$ cat src/rtl/ldshape_pkg.sv
package ldshape_pkg;
  parameter int DATA_W = 64;
  parameter int LANE_W = 8;
  localparam int LANES = DATA_W / LANE_W;
  localparam int IDX_W = $clog2(LANES);

  typedef enum logic [1:0] {
    SZ_BYTE  = 2'b00,
    SZ_HALF  = 2'b01,
    SZ_WORD  = 2'b10,
    SZ_DWORD = 2'b11
  } accSize_e;

  // strobes passed from the decoder to the datapath
  typedef struct packed {
    logic             load;     // capture a new result
    logic             reject;   // illegal combination, force zero
    logic             reverse;  // mirror lanes inside the field
    logic             extend;   // fill upper lanes with the sign bit
    logic [IDX_W-1:0] topLane;  // index of the highest lane in the field
    logic [LANES-1:0] laneKeep; // lanes that belong to the field
  } shapeCtrl_t;
endpackage

$ cat src/rtl/ldshape_ctrl.sv
module ldshape_ctrl
  import ldshape_pkg::*;
(
  input  logic       inValid,
  input  logic [1:0] accSize,
  input  logic       signExt,
  input  logic       byteRev,
  output shapeCtrl_t ctrl
);
  accSize_e sizeSel;
  logic [IDX_W-1:0] topIdx;

  always_comb begin
    sizeSel = accSize_e'(accSize);
    unique case (sizeSel)
      SZ_BYTE:  topIdx = IDX_W'(0);
      SZ_HALF:  topIdx = IDX_W'(1);
      SZ_WORD:  topIdx = IDX_W'(3);
      default:  topIdx = IDX_W'(LANES - 1);
    endcase
  end

  for (genvar i = 0; i < LANES; i++) begin : g_keep
    assign ctrl.laneKeep[i] = (IDX_W'(i) <= topIdx);
  end

  assign ctrl.load    = inValid;
  assign ctrl.topLane = topIdx;
  assign ctrl.reject  = byteRev && (signExt || (sizeSel == SZ_BYTE));
  assign ctrl.reverse = byteRev;
  assign ctrl.extend  = signExt && !byteRev && (sizeSel != SZ_DWORD);
endmodule

$ cat src/rtl/ldshape_dp.sv
module ldshape_dp
  import ldshape_pkg::*;
(
  input  logic              clk,
  input  logic              rstN,
  input  shapeCtrl_t        ctrl,
  input  logic [DATA_W-1:0] memData,
  output logic              outValid,
  output logic [DATA_W-1:0] result,
  output logic              illegal
);
  logic              signBit;
  logic [LANE_W-1:0] fillByte;
  logic [DATA_W-1:0] shaped;
  logic [DATA_W-1:0] nextResult;

  assign signBit  = memData[ctrl.topLane * LANE_W + (LANE_W - 1)];
  assign fillByte = ctrl.extend ? {LANE_W{signBit}} : '0;

  for (genvar i = 0; i < LANES; i++) begin : g_lane
    logic [IDX_W-1:0] srcIdx;
    assign srcIdx = ctrl.reverse ? (ctrl.topLane - IDX_W'(i)) : IDX_W'(i);
    assign shaped[i*LANE_W +: LANE_W] =
      ctrl.laneKeep[i] ? memData[srcIdx * LANE_W +: LANE_W] : fillByte;
  end

  assign nextResult = ctrl.reject ? '0 : shaped;

  always_ff @(posedge clk) begin
    if (!rstN) begin
      outValid <= 1'b0;
      result   <= '0;
      illegal  <= 1'b0;
    end else begin
      outValid <= ctrl.load;
      if (ctrl.load) begin
        result  <= nextResult;
        illegal <= ctrl.reject;
      end
    end
  end

  a_r8_valid_follows: assert property (@(posedge clk) disable iff (!rstN)
    ctrl.load |=> outValid);
  a_r8_idle_drops: assert property (@(posedge clk) disable iff (!rstN)
    !ctrl.load |=> !outValid);
  a_r7_reject_zero: assert property (@(posedge clk) disable iff (!rstN)
    illegal |-> (result == '0));
  a_r9_hold_idle: assert property (@(posedge clk) disable iff (!rstN)
    !ctrl.load |=> ($stable(result) && $stable(illegal)));
endmodule

$ cat src/rtl/load_result_shaper.sv
module load_result_shaper
  import ldshape_pkg::*;
(
  input  logic              clk,
  input  logic              rstN,
  input  logic              inValid,
  input  logic [1:0]        accSize,
  input  logic              signExt,
  input  logic              byteRev,
  input  logic [DATA_W-1:0] memData,
  output logic              outValid,
  output logic [DATA_W-1:0] result,
  output logic              illegal
);
  shapeCtrl_t ctrl;

  ldshape_ctrl u_ctrl (
    .inValid (inValid),
    .accSize (accSize),
    .signExt (signExt),
    .byteRev (byteRev),
    .ctrl    (ctrl)
  );

  ldshape_dp u_dp (
    .clk      (clk),
    .rstN     (rstN),
    .ctrl     (ctrl),
    .memData  (memData),
    .outValid (outValid),
    .result   (result),
    .illegal  (illegal)
  );

  a_r1_byte_upper_clear: assert property (@(posedge clk) disable iff (!rstN)
    (inValid && !signExt && !byteRev && accSize == 2'b00)
      |=> (result[DATA_W-1:LANE_W] == '0));
  a_r3_dword_passthrough: assert property (@(posedge clk) disable iff (!rstN)
    (inValid && !byteRev && accSize == 2'b11) |=> (result == $past(memData)));
  a_r5_rev_upper_clear: assert property (@(posedge clk) disable iff (!rstN)
    (inValid && byteRev && accSize != 2'b11)
      |=> (result[DATA_W-1:DATA_W/2] == '0));
  a_r7_flag_matches: assert property (@(posedge clk) disable iff (!rstN)
    (inValid && byteRev && (signExt || accSize == 2'b00)) |=> illegal);
endmodule

$ cat config.mk
export PLATFORM = sky130hd
export DESIGN_NAME = load_result_shaper
export DESIGN_NICKNAME = d
export VERILOG_FILES = /design/src/rtl/ldshape_pkg.sv /design/src/rtl/ldshape_ctrl.sv /design/src/rtl/ldshape_dp.sv /design/src/rtl/load_result_shaper.sv
export SDC_FILE = /design/constraint.sdc
export NUM_CORES = 1
export LEC_CHECK = 0
export BUFFER_PORTS_ARGS = -buffer_cell sky130_fd_sc_hd__buf_2
export CAP_MARGIN = 20
export CORE_UTILIZATION = 56
export CTS_CLUSTER_SIZE = 8
export DETAILED_ROUTE_END_ITERATION = 16
export PLACE_DENSITY_LB_ADDON = 0.2
export SETUP_SLACK_MARGIN = 0.2
export SYNTH_ARGS = -nofsm -noshare
export SYNTH_HDL_FRONTEND = slang
export SYNTH_SLANG_ARGS = --single-unit
$ cat constraint.sdc
create_clock -name clk -period 2.9 [get_ports clk]
set_input_delay 0.29 -clock clk [delete_from_list [all_inputs] [get_ports clk]]
set_output_delay 0.29 -clock clk [all_outputs]
set_load 0.01 [all_outputs]
==> summary.md, run 1 <==
| Metric | Value |
|---|---|
| Outcome | complete, no violations |
| Max Cap Viol | 0 |
| Starting Density | 57.93% |
| Core box area | 10370 um^2 |
| Leak | 0.002907 uW |
| Maximum vdd drop | 0.2310 mV |
| Pins Over Slew Limit | 0 |
| FP Rows | 37 |
| Yosys warnings | 0 |
| # hold bufs at CTS | 0 |
| Vias in the first global route | 6111 |
| RSZ-0062 raised after global routing | false |
| Ys flop type | dfxtp_1 |
| Filler-free cell count of the finished design | 894 |
| Sequential cell area fraction in the yosys report | 22.00% |
| Number of synthesized flops with an enable pin | 0 |
| Post-CTS setup repair buffer count | 0 |
| Htree depth | 3 |
| CP Capture Type | flip-flop |
| Final Hold Viols | 0 |
| Worst-Margin Slew | 831.8 ps |
| Leading cell types in the layout, fill and taps excluded | buf_2 (136), dfxtp_1 (66), mux2i_1 (63), nor2_1 (41), nand2_1 (41) |
| Async SR Flop Fraction | 0% |
| Die area | 11150 um^2 |
| TritonCTS Sinks | 66 |
| Initial antenna violation count | 0 |
| Pwr dens | 390.7 nW/um^2 |
| Worst Path Arrival | 2440 ps |
| Critical Path RT | 3150 ps |
| DR vias | 6428 |
| DRT Pass-1 Iters | 6 |
| Antenna viol nets, final | 0 |
| Pin count of the biggest net entering global routing | 49 |
| Routability cong. | 0.9966 |
| Routed vias/inst | 7.190 |
| HP Class | input port to flip-flop |
| Dpl hpwl | 16670 um |
| Cells after Synth | 636 |
| DR iter-0 viols | 725 |
| Synth Cell Area | 6007 um^2 |
| PortBufs | 136 |
| Setup crit start kind | input port |
| CTS max path bufs | 2 |
| Final Skew | 0 ps |
| Post-route setup TNS | 0 ps |
| Final Critical Period | 2183 ps |
| Gr ovfl total | 0 |
| F_max | 458.1 MHz |
| Syn_area_per_cell | 9.445 um^2 |
| Slew Limit Headroom | 44.37% |
| Number of buffers created by CTS | 9 |
| Commonest non-fill, non-tap cell in the layout | buf_2 |
| Routed WL per cell | 26.03 um |
| # diodes | 0 |
| CTS tree | built |
| Setup violators final | 0 |
| Syn Nets | 714 |
| Count of unique library cells instantiated by Yosys | 58 |
| CTS resizes | 0 |
| Hold_ws | 299.9 ps |
| Placed Cells | 878 |
| Nets | 831 |
| Root buffer cell | clkbuf_8 |
| Pwr Total | 2755 uW |
| Worst-path maximum fanout | 11 |
| Register bit total from synthesis | 66 |
| Post-route clock period utilization | 75.28% |
| Die H | 105.6 um |
| IO Pins | 137 |
| Clk_lat worst skew | 370 ps |
| Share of post-route cells with drive strength above 1 | 33.91% |
| Reg clk slew, reported paths | 70 ps |
| Drt total wl | 23270 um |
| Final Util | 67.99% |
| Total global-route track usage | 42.13% |
| Die X | 105.6 um |
| Detailed-route DRC error count | 0 |
| Worst Setup Path Type | input port to flip-flop |
| First-pass GRT wire length | 35360 um |
| Syn-to-layout area delta | 17.37% |
[per-layer routing]
metal | track usage [%] | wire length, um | up-vias
met5 | 0 | 0 | -
met4 | 19.74 | 924 | 0
met3 | 9.215 | 2916 | 79
met2 | 63.44 | 10230 | 522
met1 | 57.53 | 9202 | 3060
li1 | - | - | 2767
[final timing paths]
kind	startpoint	end	slack, ps	depth (start not counted)
max	accSize[1]	u_dp.result[50]	720	8
min	memData[56]	u_dp.result[56]	300	3
max reg2reg	u_dp.result[12]	u_dp.result[12]	1630	4
min reg2reg	u_dp.result[17]	u_dp.result[17]	460	2
[cell usage after synthesis (3+ instances only)]
| cell | instances | share of area [%] |
|---|---|---|
| dfxtp_1 | 66 | 22 |
| mux2i_1 | 63 | 10 |
| nor2_1 | 42 | 2.6 |
| nand2_1 | 41 | 2.6 |
| a211oi_1 | 35 | 4.4 |
| clkbuf_1 | 34 | 2.1 |
| mux4_2 | 34 | 13 |
| nor2b_1 | 29 | 3.0 |
| a221o_1 | 24 | 4.0 |
| a21oi_1 | 19 | 1.6 |
| buf_2 | 17 | 1.4 |
| mux2_2 | 17 | 3.2 |
| nand2b_1 | 16 | 1.7 |
| a22o_1 | 14 | 2.0 |
| o221ai_1 | 14 | 2.0 |
| nor3_1 | 10 | 0.83 |
| o21ai_0 | 9 | 0.75 |
| a22oi_1 | 8 | 1.0 |
| a32o_1 | 8 | 1.3 |
| a32oi_1 | 8 | 1.2 |
| o21ai_1 | 8 | 0.67 |
| o221a_2 | 8 | 1.5 |
| and3b_1 | 7 | 1.0 |
| ha_1 | 7 | 1.5 |
| nor4_1 | 7 | 0.73 |
| o21a_1 | 7 | 0.87 |
| a211o_1 | 6 | 0.87 |
| inv_1 | 6 | 0.37 |
| mux4_1 | 6 | 2.6 |
| o22ai_1 | 6 | 0.62 |
| o32ai_1 | 6 | 0.87 |
| or3b_2 | 6 | 0.87 |
| and2_1 | 5 | 0.52 |
| buf_6 | 4 | 0.75 |
| o211ai_1 | 4 | 0.50 |
| buf_1 | 3 | 0.19 |
| buf_4 | 3 | 0.37 |
| nand3_1 | 3 | 0.25 |
| nor3b_1 | 3 | 0.37 |
[layout make-up]
cell class	count	area [um^2]
multi-input cells	500	4367
fillers	841	3319
flip-flops and latches	66	1321
repair buffers	168	958.4
well taps	136	170.2
clock buffers	10	137.6
clock inverters	6	66.31
inverters	8	30.03
[worst max-delay path: stages]
cell	delay, ps
buf_2	130
inv_1	110
ha_4	210
nor2b_4	270
buf_4	300
mux4_2	520
mux2_2	280
a221o_1	310
[power breakdown]
part	internal, uW	switching [uW]
clock network	420	418
registers	953	26.7
logic	401	536
[per-stage QoR]
stage               setup slack (ps)  instance area, um^2
finish                         716.9                 7051
global route                   636.2                 7051
CTS                            747.8                 7051
detailed placement             365.7                 6847
global placement               435.4                 6847
floorplan                      605.8                 6007
[flip-flops by register name (all words and copies together), names as in the netlist]
| signal | cells |
|---|---|
| u_dp.outValid | 1 |
| u_dp.illegal | 1 |
| u_dp.result | 64 |
[cell families (layout without fill, tap and decap cells)]
kind of cell,count (synthesis),count (layout),synth area share [%]
buffers and inverters,70,192,5.686
muxes,120,120,29.06
adders and majority gates,7,7,1.458
and+or+nand+nor,180,180,15.98
AOI/OAI and AO/OA,193,193,25.83
DFF,66,66,22.00
Power figures use the tool's default switching activity.
==> run 2: changes to the inputs <==
==> constraint.sdc (replaced) <==
create_clock -name clk -period 2.3 [get_ports clk]
set_input_delay 0.23 -clock clk [delete_from_list [all_inputs] [get_ports clk]]
set_output_delay 0.23 -clock clk [all_outputs]
set_load 0.01 [all_outputs]
==> summary.md, run 2 (synthesis gave the netlist of run 1 again) <==
| Metric | Value |
|---|---|
| Htree depth | 3 (unchanged) |
| Max FFs per register | 64 (unchanged) |
| PortBufs | 136 (unchanged) |
| Final instance area | 7313 um^2 (+3.7%) |
| Gr ovfl total | 0 (unchanged) |
| Root buffer cell | clkbuf_8 |
| CP Capture Type | flip-flop |
| Leading cell types in the layout, fill and taps excluded | buf_2 (136), dfxtp_1 (66), mux2i_1 (63), buf_4 (54), nand2_1 (41) |
| # diodes | 0 (unchanged) |
| Max Cap Viol | 0 (unchanged) |
| IO Pins | 137 (unchanged) |
| R2R Path Start | u_dp.result[13] |
| HP Class | input port to flip-flop |
| Number of buffers created by CTS | 9 (unchanged) |
| Critical Path RT | 2600 ps (-550 ps) |
| CP Depth | 8 (unchanged) |
| DR vias | 6605 (+2.8%) |
| Top Registers | u_dp.result (64), u_dp.illegal (1), u_dp.outValid (1) |
| Nets | 861 (+3.6%) |
| Routed WL per cell | 24.99 um (-4.0%) |
| Top delay family on crit path | compound AO/OA/AOI/OAI gates |
| Die area | 11150 um^2 (unchanged) |
| Max incr delay on CP | 760 ps (+240 ps) |
| # hold bufs at CTS | 0 (unchanged) |
| Drt total wl | 23090 um (-0.79%) |
| Leak | 0.003071 uW (+5.7%) |
| Post-CTS setup repair buffer count | 0 (unchanged) |
| FP Rows | 37 (unchanged) |
| Worst Setup Path Type | input port to flip-flop |
| Die H | 105.6 um (unchanged) |
| WP buf/inv | 3 (unchanged) |
| Pin count of the biggest net entering global routing | 63 (+29%) |
| Starting Density | 57.93% (unchanged) |
| F_max | 487.6 MHz |
| Placed cell area | 7143 um^2 (+4.3%) |
| Initial antenna violation count | 0 (unchanged) |
| Commonest non-fill, non-tap cell in the layout | buf_2 |
| Detailed-route DRC error count | 0 (unchanged) |
| DR iter-0 viols | 956 (+32%) |
| Worst setup path end | u_dp.result[49] |
| Setup violators final | 0 (unchanged) |
| Clk_lat worst skew | 360 ps (about the same) |
| Routed vias/inst | 7.148 (-0.58%) |
| R2r setup slk | 1070 ps (-560 ps) |
| Worst reg2reg path depth | 4 (unchanged) |
| Maximum vdd drop | 0.2614 mV (+13%) |
| Vias in the first global route | 6185 (+1.2%) |
| Routability cong. | 0.9528 (-4.4%) |
| Register name with the most flops | u_dp.result |
| R2R Path End | u_dp.result[13] |
| Die X | 105.6 um (unchanged) |
| Reg clk slew, reported paths | 70 ps (about the same) |
| Final Skew | 0 ps (unchanged) |
| Pwr dens | 464.2 nW/um^2 (+19%) |
| Critical Path Start | accSize[1] |
| Pins Over Slew Limit | 0 (unchanged) |
| Worst-Margin Slew | 885.1 ps (+53.28 ps) |
| Total global-route track usage | 41.58% (-0.55 points) |
| Worst Path Arrival | 2350 ps (-90 ps) |
| DRT Pass-1 Iters | 7 (+1) |
| CTS max path bufs | 2 (unchanged) |
| Cells along the critical path | buf_2 -> inv_2 -> ha_4 -> buf_4 -> mux2i_1 -> or3_4 -> a211oi_4 -> a221o_1 |
| Final Hold Viols | 0 (unchanged) |
| Worst-path maximum fanout | 16 (+5) |
| CP max stage cell | a211oi_4 |
| Post-route clock period utilization | 89.16% |
| RSZ-0062 raised after global routing | false |
| Antenna viol nets, final | 0 (unchanged) |
| Hold_ws | 260.9 ps (-39.00 ps) |
| Final Critical Period | 2051 ps |
| Dpl hpwl | 17320 um (+3.9%) |
| Slew Limit Headroom | 40.80% (-3.6 points) |
| Core box area | 10370 um^2 (unchanged) |
| Setup crit start kind | input port |
| Hold depth | 3 (unchanged) |
| Syn-to-layout area delta | 21.75% |
| Outcome | complete, no violations |
| Share of post-route cells with drive strength above 1 | 36.55% (+2.6 points) |
| CTS tree | built |
| CTS resizes | 0 (unchanged) |
| First-pass GRT wire length | 35060 um (-0.84%) |
| TritonCTS Sinks | 66 (unchanged) |
[run 2: cell types whose count changed in the layout (fill, tap and decap cells not counted), moves of 2 or more]
cell    previous run  this run
mux2_2            17        11
inv_1              6         4
inv_2              0         2
mux2_4             0         6
buf_4             29        54
buf_12             3         7
[run 2: worst min-delay path: cells and delay by family]
kind	cells	cell delay (ps)
AO/OA/AOI/OAI	2	230
buffers and inverters	1	120
[run 2: worst min path at each step]
stage	startpoint	to	slack (ps)
finish	memData[56]	u_dp.result[56]	260
CTS	memData[56]	u_dp.result[56]	250
detailed placement	u_dp.result[23]	u_dp.result[23]	440
global route	inValid	u_dp.outValid	260
floorplan	inValid	u_dp.outValid	410
global placement	u_dp.result[23]	u_dp.result[23]	430
[run 2: area by class of cell]
type                    instances  area (um^2)
repair buffers                198         1230
multi-input cells             500         4392
well taps                     136        170.2
inverters                       8        30.03
flip-flops and latches         66         1321
fillers                       816         3057
clock buffers                  10        127.6
clock inverters                 6        42.54
[run 2: per-layer routing]
layer	vias up	track usage [%]	wire, um
li1	2830	-	-
met1	3118	55.53	8799
met2	549	64.33	10100
met3	108	9.153	3020
met4	0	18.95	1165
met5	-	0	0
[run 2: through the flow]
step                TNS (ps)  power, uW  worst slack, ps  util (%)  std cells
finish                     0       3395            249.3     70.52        924
global route               0       3509            209.2     70.52        924
CTS                        0       3355            254.3     70.52        924
detailed placement     -1750       2484           -117.2     68.88        908
global placement       -1092       2460           -364.6     68.85        907
floorplan                  0       1994            199.2         -        636
[run 2: power by group]
| part | internal (uW) | switching [uW] | leakage, uW |
|---|---|---|---|
| logic | 562 | 701 | 0.00245 |
| clock network | 393 | 506 | 0.0000827 |
| registers | 1200 | 31.7 | 0.000538 |
| total | 2160 | 1240 | 0.00307 |
